[src/rtl/rgmii_rx_pkg.sv]
package rgmii_rx_pkg;

    // Width of one pin-side half sample and of the rebuilt byte
    localparam int RX_NIB_W  = 4;
    localparam int RX_BYTE_W = 2 * RX_NIB_W;

    // One edge worth of pin state: control bit above the data nibble
    typedef struct packed {
        logic                ctl;
        logic [RX_NIB_W-1:0] nib;
    } rx_half_t;

    localparam int RX_HALF_W = $bits(rx_half_t);

endpackage

[src/rtl/rgmii_edge_reg.sv]
// Single-edge capture register with synchronous reset.
// FALLING selects which clock edge loads the register.
module rgmii_edge_reg #(
    parameter int W       = 5,
    parameter bit FALLING = 1'b0
) (
    input  logic         clk,
    input  logic         rst,
    input  logic [W-1:0] d,
    output logic [W-1:0] q
);

    generate
        if (FALLING) begin : g_fall
            always_ff @(negedge clk) begin
                if (rst) begin
                    q <= '0;
                end else begin
                    q <= d;
                end
            end
        end else begin : g_rise
            always_ff @(posedge clk) begin
                if (rst) begin
                    q <= '0;
                end else begin
                    q <= d;
                end
            end
        end
    endgenerate

endmodule

[src/rtl/rgmii_byte_merge.sv]
// Joins the held rising-edge half and the falling-edge half into one
// registered byte with separate valid and error flags.
module rgmii_byte_merge
    import rgmii_rx_pkg::*;
(
    input  logic                 clk,
    input  logic                 rst,
    input  rx_half_t             lo_half,
    input  rx_half_t             hi_half,
    output logic [RX_BYTE_W-1:0] byte_q,
    output logic                 dv_q,
    output logic                 er_q
);

    always_ff @(posedge clk) begin
        if (rst) begin
            byte_q <= '0;
            dv_q   <= 1'b0;
            er_q   <= 1'b0;
        end else begin
            byte_q <= {hi_half.nib, lo_half.nib};
            dv_q   <= lo_half.ctl;
            er_q   <= hi_half.ctl;
        end
    end

endmodule

[src/rtl/rgmii_rx_ddr.sv]
// Double-rate receive capture: samples the pins on both edges of the
// PHY clock and presents one byte per cycle on the rising edge.
module rgmii_rx_ddr
    import rgmii_rx_pkg::*;
(
    input  logic                 rx_clk,
    input  logic                 rst,
    input  logic [RX_NIB_W-1:0]  rx_d,
    input  logic                 rx_ctl,
    output logic [RX_BYTE_W-1:0] gmii_d,
    output logic                 gmii_dv,
    output logic                 gmii_er
);

    rx_half_t pin_half;
    rx_half_t rise_half;
    rx_half_t fall_half;

    assign pin_half = '{ctl: rx_ctl, nib: rx_d};

    // Rising edge: low nibble and valid, held for the rest of the cycle
    rgmii_edge_reg #(
        .W       (RX_HALF_W),
        .FALLING (1'b0)
    ) u_rise_cap (
        .clk (rx_clk),
        .rst (rst),
        .d   (pin_half),
        .q   (rise_half)
    );

    // Falling edge: high nibble and error
    rgmii_edge_reg #(
        .W       (RX_HALF_W),
        .FALLING (1'b1)
    ) u_fall_cap (
        .clk (rx_clk),
        .rst (rst),
        .d   (pin_half),
        .q   (fall_half)
    );

    rgmii_byte_merge u_merge (
        .clk     (rx_clk),
        .rst     (rst),
        .lo_half (rise_half),
        .hi_half (fall_half),
        .byte_q  (gmii_d),
        .dv_q    (gmii_dv),
        .er_q    (gmii_er)
    );

endmodule

[config.mk]
export PLATFORM = sky130hd
export DESIGN_NAME = rgmii_rx_ddr
export DESIGN_NICKNAME = d
export VERILOG_FILES = /design/src/rtl/rgmii_rx_pkg.sv /design/src/rtl/rgmii_edge_reg.sv /design/src/rtl/rgmii_byte_merge.sv /design/src/rtl/rgmii_rx_ddr.sv
export SDC_FILE = /design/constraint.sdc
export NUM_CORES = 1
export LEC_CHECK = 0
export ABC_CLOCK_PERIOD_IN_PS = 800
export BUFFER_PORTS_ARGS = -buffer_cell sky130_fd_sc_hd__buf_2
export CAP_MARGIN = 30
export CORE_AREA = 8 8 45 47
export DETAILED_ROUTE_END_ITERATION = 7
export DIE_AREA = 0 0 53 55
export GPL_TIMING_DRIVEN = 0
export HOLD_SLACK_MARGIN = 0.12
export PLACE_DENSITY = 0.66
export SLEW_MARGIN = 5
export SYNTH_ARGS = -nofsm -noshare
export SYNTH_HDL_FRONTEND = slang
export SYNTH_SLANG_ARGS = --single-unit
[constraint.sdc]
create_clock -name rx_clk -period 0.8 [get_ports rx_clk]
set_clock_uncertainty 0.1 [all_clocks]
set_input_delay 0.16 -clock rx_clk [delete_from_list [all_inputs] [get_ports rx_clk]]
set_output_delay 0.16 -clock rx_clk [all_outputs]
set_load 0.05 [all_outputs]
## Word level (Yosys, flattened, before mapping)

Index checks and enable logic that the tools add are counted.

| storage, ports and cells | value |
|---|---|
| bits in registers | 20 |
| input bits | 7 |
| output and inout bits | 10 |
| logic and storage cells | 6 |

| cells by class | value |
|---|---|
| mux-type cells | 1 |

Operators with widths:

| kind | count |
|---|---|
| $mux 5 | 1 |

## Logic depth before layout (Yosys ltp)

| depth | value |
|---|---|
| depth after elaboration | 1 |
| depth in mapped cells | 2 |
| depth with buffers taken out | 1 |

## Cells and area by module

From an unflattened synthesis, not the netlist that was laid out.

| unflattened totals | value |
|---|---|
| cell total of the unflattened synthesis | 41 |
| area, all modules | 529.3 um^2 |

Modules (own cells, without submodules):

| module | times used | cells an instance | area each (um^2) | seq. area each (um^2) |
|---|---|---|---|---|
| rgmii_byte_merge | 1 | 20 | 262.8 | 200.2 |
| rgmii_edge_reg (u_fall_cap) | 1 | 11 | 135.1 | 100.1 |
| rgmii_edge_reg (u_rise_cap) | 1 | 10 | 131.4 | 100.1 |

==> impl.org <==
** Die
- Horiz. Die Dim :: 53 um
- Die Y-Extent :: 55 um
- Number of rows in the core area :: 14
- The core region is 0.00138 sq mm.
- Pin placement for this block handled 17 I/O pins.
- The floorplan step defined a die boundary enclosing 0.00292 sq mm.
- For this configuration, the core starts out at a cell density of 38.8%.

** Placement
- Summing all placed instances gives a cell area of 667 sq um.
- After detailed placement, the design holds a cell count of 69.
- GPL Wtd Cong :: 0.591
- Count of input and output buffers :: 16
- Setup WS pre-CTS :: -0.374 ns
- Post-detail-place hpwl :: 565 um

** Cells and area
- The filler cells instantiated in the layout total 119.
- Antenna cells :: 0
- P&R area growth vs syn :: 52.2%
- In the final design database the tool counted 69 nets.
- Number of cells in the finished layout apart from fillers :: 77
- Final core utilization :: 59.0%
- Once layout is done, the placed cells without fillers occupy 817 sq um.
- Proportion of layout cells with a drive suffix above 1 :: 65.6%

** Global routing
- Vias in the first global route :: 316
- Entering global routing, the biggest net connects 12 pins.
- The number of antenna violations at the first check in global routing came to 0.
- GR Util All Layers :: 6.45%
- The total overflow left after global routing is 0.
- First-pass GRT wire length :: 1.30 mm

** Power
- For this design the static power due to leakage is 0.000376 uW.
- Across the VDD grid, the largest voltage drop is 1.18 mV.
- Power density relative to cell area :: 2220 mW/mm^2
- Tot Pwr :: 1810 uW

** Critical path
- Number of buffers and inverters on the critical path :: 0
- The worst setup path is of the reg2reg kind.
- At the worst endpoint, the required time is 0.89 ns.
- Critical Path Max Stage Delay :: 0.29 ns
- STA classifies the critical path startpoint as a register.
- On the critical path the largest part of the delay comes from flip-flops.
- Arr. time, crit path :: 1.14 ns
- The worst setup path is captured at a register.
- The slowest stage of the critical path is the dfxtp_1 cell.
- Cell chain of the critical path :: nor2b_4
- Of all nets on the critical path, the largest fanout is 1.

** Clocking
- Worst-skew pair later-pin latency :: 0.35 ns
- Register clock-pin slew on the reported worst setup and hold paths :: 0.10 ns
- CTS max path bufs :: 2
- H-Tree Level Count :: 1
- TritonCTS built the clock tree.
- TritonCTS Sinks :: 20
- In this run the post-CTS setup repair buffer count came out at 0.
- TritonCTS Buffers :: 3
- CTS root buffer :: clkbuf_4

** Detailed routing
- The first routing iteration left 0 violations.
- Residual DRC :: 0
- Dividing the detail-routed wire length by the instance count gives 9.75 um.
- Detailed-router iteration count before antenna repair :: 1
- Number of antenna-violating nets in the routed design :: 0
- Number of vias per cell :: 3.88
- Sum of routed wire length over all layers :: 751 um
- Count of vias placed by the detailed router :: 299

** STA
- The worst pin sits at a relative slew slack of 92.3%.
- Hold slack :: -0.0111 ns
- At the pin with the least slew margin, the transition time is 0.115 ns.
- Post-layout worst setup margin :: -0.245 ns
- Dividing the final minimum period by the clock period gives 131%.
- Number of hold violations in the final report :: 3
- Setup repair after global routing missed its margin :: true
- Timing would allow up to 0.959 GHz.
- Final count of pins violating max slew :: 0
- Setup violations remaining at the end of the flow were counted as 15.
- Post-route minimum period :: 1.04 ns

** Synth
- In this run, synthesis produced a sequential element count of 20.
- Counting every net in the synthesized netlist gives 44.
- Summing every instance area after synthesis gives 537 sq um.
- Synthesized netlist cell count :: 37
- The number of different library cells used by synthesis comes to 7.
- Yosys warnings :: 0
- Proportion of synthesized chip area in sequential cells :: 74.6%
- Mapped Avg Cell Area :: 14.5 sq um

** Status
- Failing checks :: negative hold slack, negative setup slack
- Status :: finished with violations

** Flow run
- Reported max-cap violation count :: 0

** Worst hold path
- The worst hold path belongs to the class in2reg.
[timing repair]
item	4_1_cts	5_1_grt
endpoints found under the hold margin	15	15
resized for setup	36	0
endpoints found under the setup margin	18	16
[where the power goes]
| group | internal [uW] | total, uW | switching (uW) |
|---|---|---|---|
| clock network | 213 | 540 | 326 |
| registers | 1050 | 1070 | 17.2 |
| logic | 104 | 210 | 106 |
[cell families after synthesis]
| logic type | synth area share (%) |
|---|---|
| buffers and inverters | 2.80 |
| flip-flops | 74.6 |
| AND/OR/NAND/NOR | 22.6 |
[sequential cells by signal (all words and copies together), names as in the netlist]
signal	cells
u_fall_cap.q	5
u_merge.er_q	1
u_merge.byte_q	8
u_merge.dv_q	1
u_rise_cap.q	5
[Yosys cell counts]
master,count,share of area (%)
inv_1,1,0.70
dfxtp_1,20,75
buf_6,1,2.1
nor2b_1,3,3.5
and2b_1,2,2.8
nor2b_2,7,11
and2b_2,3,4.9
[metal layers]
metal	vias up	wire length (um)	GRT usage, %
met5	-	0	0
met3	0	64	2.41
met2	10	436	11.1
li1	158	-	-
met4	0	0	6.47
met1	131	251	5.60
[stage by stage]
| stage | TNS [ns] | hold WS [ns] |
|---|---|---|
| after global placement | -2.74 | 0.284 |
| after global routing | -4.10 | -0.0258 |
| after floorplan | -1.95 | 0.201 |
| final | -3.53 | -0.0111 |
| after detailed placement | -2.79 | 0.294 |
| after CTS | -3.66 | -0.0215 |
[final timing paths]
check / from / endpoint / slack (ns) / depth (start not counted)
hold reg to reg: u_rise_cap.q[2]$_DFF_P_ / u_merge.byte_q[2]$_SDFF_PP0_ / 0.35 / 1
setup / recovery: u_fall_cap.q[3]$_DFF_N_ / u_merge.byte_q[7]$_SDFF_PP0_ / -0.24 / 1
setup reg to reg: u_fall_cap.q[3]$_DFF_N_ / u_merge.byte_q[7]$_SDFF_PP0_ / -0.24 / 1
hold / removal: rx_d[1] / u_rise_cap.q[1]$_DFF_P_ / -0.01 / 2
[area by class of cell]
| class | instances | area (sq um) | area share (%) |
|---|---|---|---|
| Sequential cell | 20 | 413 | 50.5 |
| Timing Repair Buffer | 16 | 183 | 22.4 |
| Multi-Input combinational cell | 15 | 136 | 16.7 |
| Clock buffer | 3 | 22.5 | 2.76 |
| Clock inverter | 6 | 22.5 | 2.76 |
| Buffer | 1 | 20.0 | 2.45 |
| Tap cell | 16 | 20.0 | 2.45 |
[cell usage in the layout, fill, tap and decap left out, types with 2 or more instances in the layout]
cell       n
nor2b_4    3
nor2b_2    4
inv_1      5
clkbuf_4   3
buf_8     10
and2b_1    2
buf_2      5
dfxtp_1   10
and2b_2    3
dfxtp_2   10
nor2b_1    3
No activity file was read; power rests on OpenSTA's default activity.
